[src/rtl/rxq_pkg.sv]
package rxq_pkg;

    localparam int RXQ_DW = 8;

    typedef struct packed {
        logic              brk;
        logic              ferr;
        logic              perr;
        logic [RXQ_DW-1:0] data;
    } rxq_entry_t;

    typedef enum logic [1:0] {
        TRIG_ONE      = 2'd0,
        TRIG_FOUR     = 2'd1,
        TRIG_EIGHT    = 2'd2,
        TRIG_FOURTEEN = 2'd3
    } rxq_trig_e;

    function automatic logic entry_flagged(input rxq_entry_t e);
        return e.brk | e.ferr | e.perr;
    endfunction

    function automatic int unsigned trig_depth(input rxq_trig_e sel);
        case (sel)
            TRIG_ONE:   return 1;
            TRIG_FOUR:  return 4;
            TRIG_EIGHT: return 8;
            default:    return 14;
        endcase
    endfunction

endpackage

[src/rtl/rxq_store.sv]
module rxq_store
    import rxq_pkg::*;
#(
    parameter int DEPTH = 16
) (
    input  logic       clk,
    input  logic       rst,
    input  logic       clr,
    input  logic       push,
    input  logic       pop,
    input  rxq_entry_t wr_ent,
    output rxq_entry_t head_ent
);
    localparam int AW = (DEPTH > 1) ? $clog2(DEPTH) : 1;

    rxq_entry_t        mem [DEPTH];
    logic [AW-1:0]     wptr, rptr;
    logic [AW-1:0]     wptr_nx, rptr_nx;

    generate
        if ((1 << AW) == DEPTH) begin : g_pow2
            assign wptr_nx = wptr + AW'(1);
            assign rptr_nx = rptr + AW'(1);
        end else begin : g_wrap
            assign wptr_nx = (wptr == AW'(DEPTH-1)) ? '0 : wptr + AW'(1);
            assign rptr_nx = (rptr == AW'(DEPTH-1)) ? '0 : rptr + AW'(1);
        end
    endgenerate

    always_ff @(posedge clk) begin
        if (push) mem[wptr] <= wr_ent;
    end

    always_ff @(posedge clk) begin
        if (rst || clr) begin
            wptr <= '0;
            rptr <= '0;
        end else begin
            if (push) wptr <= wptr_nx;
            if (pop)  rptr <= rptr_nx;
        end
    end

    assign head_ent = mem[rptr];

endmodule

[src/rtl/rxq_track.sv]
module rxq_track #(
    parameter int DEPTH = 16,
    parameter int CW    = $clog2(DEPTH+1)
) (
    input  logic          clk,
    input  logic          rst,
    input  logic          clr,
    input  logic          wr_en,
    input  logic          rd_en,
    input  logic          stat_rd,
    input  logic          wr_flag,
    input  logic          head_flag,
    output logic          push,
    output logic          pop,
    output logic [CW-1:0] level,
    output logic          err_any,
    output logic          overrun
);
    logic          full, empty, drop;
    logic [CW-1:0] err_cnt;

    assign full  = (level == CW'(DEPTH));
    assign empty = (level == '0);
    assign pop   = rd_en & ~empty & ~clr;
    assign push  = wr_en & (~full | pop) & ~clr;
    assign drop  = wr_en & full & ~pop & ~clr;

    always_ff @(posedge clk) begin
        if (rst || clr) begin
            level   <= '0;
            err_cnt <= '0;
        end else begin
            level   <= level + CW'(push) - CW'(pop);
            err_cnt <= err_cnt + CW'(push & wr_flag) - CW'(pop & head_flag);
        end
    end

    always_ff @(posedge clk) begin
        if (rst || clr)   overrun <= 1'b0;
        else if (drop)    overrun <= 1'b1;
        else if (stat_rd) overrun <= 1'b0;
    end

    assign err_any = (err_cnt != '0);

endmodule

[src/rtl/rxq_trigger.sv]
module rxq_trigger
    import rxq_pkg::*;
#(
    parameter int CW = 5
) (
    input  logic          fifo_on,
    input  logic          rx_int_en,
    input  rxq_trig_e     sel,
    input  logic [CW-1:0] level,
    output logic          irq
);
    logic reached;

    always_comb begin
        reached = (int'(level) >= int'(trig_depth(sel)));
        irq     = fifo_on & rx_int_en & reached;
    end

endmodule

[src/rtl/rxq_trigger_fifo.sv]
module rxq_trigger_fifo
    import rxq_pkg::*;
#(
    parameter int DEPTH = 16
) (
    input  logic                         clk,
    input  logic                         rst,
    input  logic                         clr,
    input  logic                         fifo_on,
    input  logic                         rx_int_en,
    input  logic [1:0]                   trig_sel,
    input  logic                         wr_en,
    input  logic [7:0]                   wr_data,
    input  logic                         wr_perr,
    input  logic                         wr_ferr,
    input  logic                         wr_brk,
    input  logic                         rd_en,
    input  logic                         stat_rd,
    output logic [7:0]                   rd_data,
    output logic                         rd_perr,
    output logic                         rd_ferr,
    output logic                         rd_brk,
    output logic [$clog2(DEPTH+1)-1:0]   level,
    output logic                         data_rdy,
    output logic                         err_any,
    output logic                         overrun,
    output logic                         irq
);
    localparam int CW = $clog2(DEPTH+1);

    rxq_entry_t wr_ent, head_ent;
    logic       push, pop;

    assign wr_ent = '{brk: wr_brk, ferr: wr_ferr, perr: wr_perr, data: wr_data};

    rxq_store #(.DEPTH(DEPTH)) u_store (
        .clk      (clk),
        .rst      (rst),
        .clr      (clr),
        .push     (push),
        .pop      (pop),
        .wr_ent   (wr_ent),
        .head_ent (head_ent)
    );

    rxq_track #(.DEPTH(DEPTH), .CW(CW)) u_track (
        .clk       (clk),
        .rst       (rst),
        .clr       (clr),
        .wr_en     (wr_en),
        .rd_en     (rd_en),
        .stat_rd   (stat_rd),
        .wr_flag   (entry_flagged(wr_ent)),
        .head_flag (entry_flagged(head_ent)),
        .push      (push),
        .pop       (pop),
        .level     (level),
        .err_any   (err_any),
        .overrun   (overrun)
    );

    rxq_trigger #(.CW(CW)) u_trig (
        .fifo_on   (fifo_on),
        .rx_int_en (rx_int_en),
        .sel       (rxq_trig_e'(trig_sel)),
        .level     (level),
        .irq       (irq)
    );

    assign rd_data  = head_ent.data;
    assign rd_perr  = head_ent.perr;
    assign rd_ferr  = head_ent.ferr;
    assign rd_brk   = head_ent.brk;
    assign data_rdy = (level != '0);

endmodule

[config.mk]
export PLATFORM = sky130hd
export DESIGN_NAME = rxq_trigger_fifo
export DESIGN_NICKNAME = d
export VERILOG_FILES = /design/src/rtl/rxq_pkg.sv /design/src/rtl/rxq_store.sv /design/src/rtl/rxq_track.sv /design/src/rtl/rxq_trigger.sv /design/src/rtl/rxq_trigger_fifo.sv
export SDC_FILE = /design/constraint.sdc
export NUM_CORES = 1
export LEC_CHECK = 0
export ABC_AREA = 1
export CORE_AREA = 2 2 157 97
export CTS_BUF_LIST = sky130_fd_sc_hd__clkbuf_4 sky130_fd_sc_hd__clkbuf_8 sky130_fd_sc_hd__clkbuf_16
export CTS_CLUSTER_SIZE = 10
export DETAILED_ROUTE_END_ITERATION = 12
export DIE_AREA = 0 0 159 99
export GPL_ROUTABILITY_DRIVEN = 0
export PLACE_DENSITY = 0.79
export SLEW_MARGIN = 25
export SYNTH_ARGS = -nofsm -noshare
export SYNTH_HDL_FRONTEND = slang
export SYNTH_SLANG_ARGS = --single-unit
[constraint.sdc]
create_clock -name clk -period 4.8 [get_ports clk]
set_clock_uncertainty 0.2 [all_clocks]
set_input_delay 0.96 -clock clk [delete_from_list [all_inputs] [get_ports clk]]
set_output_delay 0.96 -clock clk [all_outputs]
set_load 0.01 [all_outputs]
==> out/results.ini <==
[place]
pre_cts_ws_ns=0.894
port_buffers=40
dp_hpwl_um=11700

[cts]
path_clk_slew_ns=0.07
clock_path_buffers=2
h-tree-depth=4
cts_sinks=199
cts_setup_buffers=0
cts_tree=yes
cts_root_buffer=clkbuf_16
insertion_delay_ns=0.43
numCtsBuffers=17
cts-hold-fix-buffers=0
postCtsResizedCells=0

[power_and_ir_drop]
ir_drop_v=0.000268
clock_power_share=0.398
seqPwrFrac=0.519
comb_power_share=0.084
internal_power_uw=2820
power_density_nw_per_um2=383
switching_share=0.236
switchingPower_uw=870
p_leak_uw=0.00347

[final_layout]
syn_to_final_growth_pct=14.1
final_common_cell=edfxtp_1
drive_gt1_frac=0.0909
fin_nets=801
antennaDiodeCount=0
final_cell_mix=edfxtp_1 (176), nor2_1 (106), nand2_1 (82)

[worst_setup_path]
path_buf_inv=2
crit_slowest_cell=buf_4
cp_max_fo=91
arrival_ns=2.85
end_kind=primary output
path_cells=buf_4 -> o21ai_0 -> o221ai_1 -> o211ai_1 -> nand2_1 -> clkdlybuf4s50_1
required_ns=3.64
start_kind=flop
cp_top_family=buffers and inverters
crit_type=flop to primary output
worst_path_largest_cell_delay_ns=0.72

[synth]
ys_ff_latch=199
synth_compound_area_frac=0.100
yosysWarnings=0
yosys.area_share.simple=0.121
synth_nets=756
synth_mux_area_frac=0
synth.avg_cell_area_um2=11.9
syn_area_um2=8440
synth_cell_types=33
synth_fa_ha_area_frac=0.0359
syn_inst=712
seq_area_frac_synth=0.680
synthXorXnorAreaFrac=0.00415
synth_top_family_by_area=simple AND/OR/NAND/NOR gates

[drt]
final_antenna_net_count=0
drt_pass1_iterations=5
vias=5784
wirelength_um=19900
wl_per_cell_um=20.6
drc_errors=0
vias_per_cell=5.98
drtIter0Drc=616

[timing]
holdWs_ns=0.288
setup_viol=0
fin_crit_sh=0.835
tns_ns=0
max_slew_margin=0.299
max_freq_mhz=249
fin_ws_ns=0.790
hold_viol_final=0
worstMarginPinSlew_ns=1.05
rsz0062_at_grt=false
drv_slew=0
fin_crit_ns=4.01

[floorplanning]
initial_core_util=0.591
ioPinCount=41
rows=34
die_w_um=159
core_um2=14300
die-height_um=99
die_area_um2=15700

[worst_hold_path]
hold_path.class=flop to flop

[status]
outcome=complete, no violations

[global_routing]
overflow=0
grt_max_degree=92
groute.usage.overall=0.262
grt_pass1_vias=5742
grt_pass1_wl_um=30800
antenna_found_initial=0

[job]
drv_cap=0

-- cells by family (layout without fill, tap and decap cells) --
group | count (synthesis) | after routing
AOI/OAI and AO/OA | 142 | 142
buffers and inverters | 102 | 160
and+or+nand+nor | 242 | 242
adders and majority gates | 23 | 23
xor gates and xnor gates | 4 | 4
DFF | 199 | 199
-- worst min-delay path, delay by kind of cell (launching register included) --
family / cells / cell delay [ns]
AO/OA/AOI/OAI: 1 / 0.06
flip-flops: 1 / 0.32
AND/OR/NAND/NOR: 1 / 0.06
-- cells in the mapped netlist (all sizes together) --
cell type / count / share of area
nand3: 43 / 0.027
clkbuf: 7 / 0.0034
o21ai: 78 / 0.046
nor2: 107 / 0.048
fa: 2 / 0.0047
a31oi: 1 / 0.00074
o221ai: 24 / 0.025
o211ai: 11 / 0.0098
nand2: 88 / 0.042
xor2: 3 / 0.0031
edfxtp: 176 / 0.63
a21oi: 19 / 0.012
dfxtp: 23 / 0.055
or2: 1 / 0.00074
ha: 21 / 0.031
clkinv: 1 / 0.00044
inv: 66 / 0.030
xnor2: 1 / 0.0010
o22ai: 8 / 0.0059
buf: 28 / 0.025
nand4: 1 / 0.0025
nor3: 2 / 0.0012
o31ai: 1 / 0.00089
-- metal layers --
layer,GRT usage,routed length [um],vias up,share of wire
li1,-,-,2598,-
met1,0.353,8150,2811,0.41
met2,0.418,9280,325,0.47
met3,0.0598,2000,50,0.10
met4,0.111,466,0,0.023
met5,0,0,-,0
-- flip-flops by register name, indices dropped and copies added, names as in the netlist, named ones only --
signal,count
u_store.mem,176
u_track.overrun,1
u_track.level,5
u_track.err_cnt,5
u_store.wptr,4
u_store.rptr,4
-- power groups by stage --
stage               sequential [uW]  combinational, uW  clock, uW
finish                         1910                309       1470
global route                   1920                342       1540
CTS                            1910                307       1470
detailed placement             1950                304          0
global placement               1950                287          0
floorplan                      1950                179          0
-- metrics by stage --
stage / instance area [um^2] / power, uW / instances / util
finish: 9640 / 3690 / 968 / 0.674
global route: 9640 / 3790 / 968 / 0.674
CTS: 9640 / 3700 / 968 / 0.674
detailed placement: 9030 / 2260 / 936 / 0.632
global placement: 9030 / 2240 / 936 / 0.632
floorplan: 8440 / 2130 / 712 / -
-- path summary, 6_finish.rpt --
path	from	to	slack [ns]	depth (start not counted)
max	flop	rd_data[3]	0.79	6
min reg2reg	u_track.overrun$_SDFFE_PP0P_	u_track.overrun$_SDFFE_PP0P_	0.29	2
max reg2reg	flop	u_track.err_cnt[4]$_SDFF_PP0_	1.01	17
min	u_track.overrun$_SDFFE_PP0P_	u_track.overrun$_SDFFE_PP0P_	0.29	2
-- cell type report --
cell class              count  area, um^2
multi-input cells         411        2210
well taps                 198         248
repair buffers             61         571
inverters                  67         256
clock buffers              17         425
clock inverters            15         183
flip-flops and latches    199        5750
fillers                  1000        4660
No activity file was read; power rests on OpenSTA's default activity.
